`config.mk`:
```
export PLATFORM = sky130hd
export DESIGN_NAME = simd_pack_add
export DESIGN_NICKNAME = d
export VERILOG_FILES = /design/src/rtl/simd_pkg.sv /design/src/rtl/simd_cut_map.sv /design/src/rtl/simd_seg_add.sv /design/src/rtl/simd_pack_add.sv
export SDC_FILE = /design/constraint.sdc
export NUM_CORES = 1
export LEC_CHECK = 0
export BUFFER_PORTS_ARGS = -buffer_cell sky130_fd_sc_hd__clkbuf_2
export CORE_MARGIN = 2
export CORE_UTILIZATION = 48
export DETAILED_ROUTE_END_ITERATION = 6
export GPL_TIMING_DRIVEN = 0
export PLACE_DENSITY = 0.76
export SETUP_SLACK_MARGIN = 0.1
export SLEW_MARGIN = 20
export SYNTH_ARGS = -nofsm -noshare
export SYNTH_HDL_FRONTEND = slang
export SYNTH_HIERARCHICAL = 1
export SYNTH_SLANG_ARGS = --single-unit
```
`constraint.sdc`:
```
create_clock -name clk -period 38.5 [get_ports clk]
set_input_delay 7.7 -clock clk [delete_from_list [all_inputs] [get_ports clk]]
set_output_delay 7.7 -clock clk [all_outputs]
set_load 0.1 [all_outputs]
```
`src/rtl/simd_pkg.sv`:
```
package simd_pkg;
  localparam int DATA_W = 64;
  localparam int SEG_W  = 8;
  localparam int NSEG   = DATA_W / SEG_W;
  localparam int SZ_W   = 2;

  typedef enum logic [SZ_W-1:0] {
    ESZ_8  = 2'b00,
    ESZ_16 = 2'b01,
    ESZ_32 = 2'b10,
    ESZ_64 = 2'b11
  } elem_sz_e;

  typedef struct packed {
    logic     sub;
    elem_sz_e sz;
  } pk_op_t;
endpackage

```
`src/rtl/simd_cut_map.sv`:
```
module simd_cut_map #(
  parameter int NSEG = 8,
  parameter int SZ_W = 2
) (
  input  logic [SZ_W-1:0] size,
  output logic [NSEG-1:0] cut
);
  logic [31:0] span;

  always_comb begin
    span = (32'd1 << size) - 32'd1;
  end

  for (genvar g = 0; g < NSEG; g++) begin : g_cut
    assign cut[g] = ((32'(g) & span) == 32'd0);
  end
endmodule

```
`src/rtl/simd_seg_add.sv`:
```
module simd_seg_add #(
  parameter int SEG_W = 8
) (
  input  logic [SEG_W-1:0] a,
  input  logic [SEG_W-1:0] b,
  input  logic             invert_b,
  input  logic             cin,
  output logic [SEG_W-1:0] sum,
  output logic             cout
);
  logic [SEG_W-1:0] b_eff;
  logic [SEG_W:0]   full;

  always_comb begin
    b_eff = invert_b ? ~b : b;
    full  = {1'b0, a} + {1'b0, b_eff} + {{SEG_W{1'b0}}, cin};
  end

  assign sum  = full[SEG_W-1:0];
  assign cout = full[SEG_W];
endmodule

```
`src/rtl/simd_pack_add.sv`:
```
module simd_pack_add
  import simd_pkg::*;
#(
  parameter int P_DATA_W = DATA_W,
  parameter int P_SEG_W  = SEG_W
) (
  input  logic                clk,
  input  logic                rst_n,
  input  logic                in_valid,
  output logic                in_ready,
  input  logic [SZ_W:0]       in_op,
  input  logic [P_DATA_W-1:0] in_a,
  input  logic [P_DATA_W-1:0] in_b,
  output logic                out_valid,
  input  logic                out_ready,
  output logic [P_DATA_W-1:0] out_sum
);
  localparam int LNSEG = P_DATA_W / P_SEG_W;

  pk_op_t            op;
  logic [LNSEG-1:0]  cut;
  logic [LNSEG-1:0]  cin;
  logic [LNSEG-1:0]  cout;
  logic [P_DATA_W-1:0] sum_c;
  logic              accept;

  assign op = pk_op_t'(in_op);

  simd_cut_map #(.NSEG(LNSEG), .SZ_W(SZ_W)) u_cut (
    .size (op.sz),
    .cut  (cut)
  );

  for (genvar j = 0; j < LNSEG; j++) begin : g_seg
    if (j == 0) begin : g_first
      assign cin[j] = op.sub;
    end else begin : g_rest
      assign cin[j] = cut[j] ? op.sub : cout[j-1];
    end

    simd_seg_add #(.SEG_W(P_SEG_W)) u_seg (
      .a        (in_a[j*P_SEG_W +: P_SEG_W]),
      .b        (in_b[j*P_SEG_W +: P_SEG_W]),
      .invert_b (op.sub),
      .cin      (cin[j]),
      .sum      (sum_c[j*P_SEG_W +: P_SEG_W]),
      .cout     (cout[j])
    );
  end

  assign in_ready = !out_valid || out_ready;
  assign accept   = in_valid && in_ready;

  always_ff @(posedge clk) begin
    if (!rst_n) begin
      out_valid <= 1'b0;
      out_sum   <= '0;
    end else if (in_ready) begin
      out_valid <= in_valid;
      if (accept) out_sum <= sum_c;
    end
  end
endmodule

```
==> impl_summary.txt <==
----------------------------------------------------
[Clock network]
  Cts bufs inserted ... 9
  Number of buffers added to fix hold violations after cts ... 0
  Post_cts resized ... 0
  Clock latency on the worst-skew pair ... 0.32 ns
  Post-CTS setup buffers ... 0
  Num Clock Sinks ... 65
  Cell at the root of the clock tree ... sky130_fd_sc_hd__clkbuf_16
  TritonCTS clock tree ... built
  Clock slew seen by the registers of the worst setup and hold paths ... 0.05 ns
  Bufs on Longest Clock Path ... 2
  Maximum level of the CTS H-tree ... 3

[Global routing]
  Via count of the first global-routing pass ... 4965
  Grt total ovfl ... 0
  Largest net degree at the start of global routing ... 17
  Wire length of the first global-routing pass ... 22.11 mm
  All-layer global routing usage ... 20.37%
  Antenna violations before repair ... 0

[Die]
  Floorplan die height ... around 120 µm
  Std cell rows ... between 40 and 50
  Die ar. ... 13650 µm²
  Die Span X ... 116.8 µm
  Ports placed on the boundary ... 201
  Core region area ... between 10000 and 15000 µm²
  Starting density of the core ... 48.81%

[Setup path]
  Worst Reg-to-Reg Cells ... 5
  Worst endpoint data arrival time ... 22.53 ns
  Worst reg2reg endpoint ... out_sum[41]
  Worst reg2reg path startpoint ... out_valid
  Cell seen most often among critical-path stages ... sky130_fd_sc_hd__fa_1
  R2R Setup Slk ... 37.30 ns
  Endpoint type of the worst setup path ... flip-flop
  Slowest cell on the critical path ... sky130_fd_sc_hd__fa_1
  Longest individual stage delay on the worst path ... 0.48 ns
  Worst Setup Start Kind ... input port
  Startpoint-to-endpoint class of the critical path ... input port to flip-flop
  Worst-path fanout max ... 16
  Worst Path Required ... between 30 and 40 ns

[Routing]
  Via count normalized by instance count ... ~4.8
  Number of DRC violations after detailed routing ... 0
  Initial DRC Count ... about 160
  Vias post-DR ... 5303
  Routed wirelength normalized by instance count ... 12.50 µm
  Post-route antenna net violation count ... 0
  Wire length reported by the detailed router ... 13.74 mm
  Pre-Repair DR Iteration Count ... 4

[Run]
  Count of max-cap constraint violations ... 0

[Layout]
  Layout fillers ... 1222
  Area Overhead vs Synth ... 23.74%
  Number of antenna diodes ... 0
  Final net count ... 1133
  Ratio of cells with drive above 1 in the final layout ... 29.34%
  Final design area excluding fillers ... 7560 µm²
  Share of the core filled with cells ... 60.40%

[Power]
  Static leakage ... 0.003849 µW
  Pwr/cell area ... 44.86 nW/µm²
  PnR Total Power ... 339.1 µW
  Worst supply voltage drop on vdd ... 21.41 µV

[Min path]
  Number of cells on the worst hold path ... 2
  Start point of the worst min-delay path ... out_sum[26]
  Sink of the worst hold path ... out_sum[26]
  Path type of the worst min-delay path ... flip-flop to flip-flop

[Timing]
  Finish-stage setup viols ... 0
  Total negative slack ... 0 ns
  Pins over their slew limit ... 0
  Final Hold Viols ... 0
  Pin slew with the least headroom to its limit ... 0.8351 ns
  Max Clock Freq ... 0.04489 GHz
  Setup repair after global routing missed its margin ... no
  Tcrit/Tclk final ... 57.87%
  Max transition margin ... 44.12%
  Layout Skew ... 0.005521 ns
  Fin crit period ... 22.28 ns

[Place]
  Area of placed instances ... 7321 µm²
  Final weighted congestion in routability-driven placement ... around 0.82
  # port buffers ... 199
  DP Wirelength ... between 10 and 15 mm

[Yosys]
  Total standard cell area after synthesis ... around 6000 µm²
  Post-synthesis area per instance ... 8.533 µm²
  Synthesized netlist cell count ... 716
  Synth Net Count ... 923
  Ys Warns ... 6

[Run status]
  Outcome ... completed

----------------------------------------------------
-- power breakdown --
part	internal, µW	switching, µW
registers	77.5	5.60
clock network	41.8	26.0
logic	58.8	129
-- routing by layer --
metal / global-route usage (%) / up-vias / share of wire, %
li1: - / 2776 / -
met1: 24.89 / 2389 / 44
met2: 35.45 / 131 / 48
met3: 6.025 / 7 / 7.9
met4: 4.706 / 0 / 0.79
met5: 0 / - / 0
-- placed cells by master, fill, tap and decap left out, types with 8 or more instances in the layout --
cell                        count
sky130_fd_sc_hd__o22ai_1        9
sky130_fd_sc_hd__nor2b_4        8
sky130_fd_sc_hd__mux2i_1       64
sky130_fd_sc_hd__xor2_1        56
sky130_fd_sc_hd__a21oi_1       16
sky130_fd_sc_hd__o21ai_2        8
sky130_fd_sc_hd__xnor2_1       40
sky130_fd_sc_hd__fa_1          16
sky130_fd_sc_hd__nand2_1      137
sky130_fd_sc_hd__or3_1          9
sky130_fd_sc_hd__o21a_1        22
sky130_fd_sc_hd__nor2b_1        9
sky130_fd_sc_hd__inv_1         60
sky130_fd_sc_hd__buf_2          9
sky130_fd_sc_hd__ha_1          56
sky130_fd_sc_hd__nor2_1        46
sky130_fd_sc_hd__clkbuf_16      9
sky130_fd_sc_hd__clkbuf_1       9
sky130_fd_sc_hd__clkbuf_2     199
sky130_fd_sc_hd__dfxtp_1       65
-- flip-flops by register name, indices dropped and copies added (netlist names) --
name / flops
out_sum: 64
out_valid: 1
-- cell type report --
cell class                      instances  area [µm²]  area share (%)
Multi-Input combinational cell        559        4294           56.80
Sequential cell                        65        1301           17.21
Timing Repair Buffer                  199       996.0           13.17
Buffer                                 32       289.0           3.823
Clock buffer                           10       229.0           3.029
Inverter                               60       225.2           2.979
Tap cell                              172       215.2           2.847
Clock inverter                          2       10.01          0.1324
-- worst max path at each step --
stage	startpoint	end	slack, ns	depth (start not counted)
after floorplan	in_op[2]	out_sum[62]	17.55	74
after global placement	in_op[2]	out_sum[62]	16.01	75
after detailed placement	in_op[2]	out_sum[62]	15.89	75
after CTS	in_op[2]	out_sum[62]	16.19	75
after global routing	in_op[2]	out_sum[62]	15.18	75
final	in_op[2]	out_sum[62]	16.22	75
-- critical path: cells and delay by family --
kind,cells,cell delay (ns)
multiplexers,8,1.23
adder cells (fa/ha/maj),16,7.08
AO/OA/AOI/OAI,32,4.17
AND/OR/NAND/NOR,9,1.15
XOR/XNOR,1,0.13
buffers and inverters,9,1.08
-- through the flow --
| step | worst slack [ns] | hold slack (ns) | instances |
|---|---|---|---|
| after floorplan | 17.55 | 0.8807 | 716 |
| after global routing | 15.18 | 0.4672 | 1099 |
| after global placement | 16.01 | 0.4427 | 1087 |
| final | 16.22 | 0.4515 | 1099 |
| after detailed placement | 15.89 | 0.4460 | 1087 |
| after CTS | 16.19 | 0.4554 | 1099 |
(Power assumes the default switching activity.)
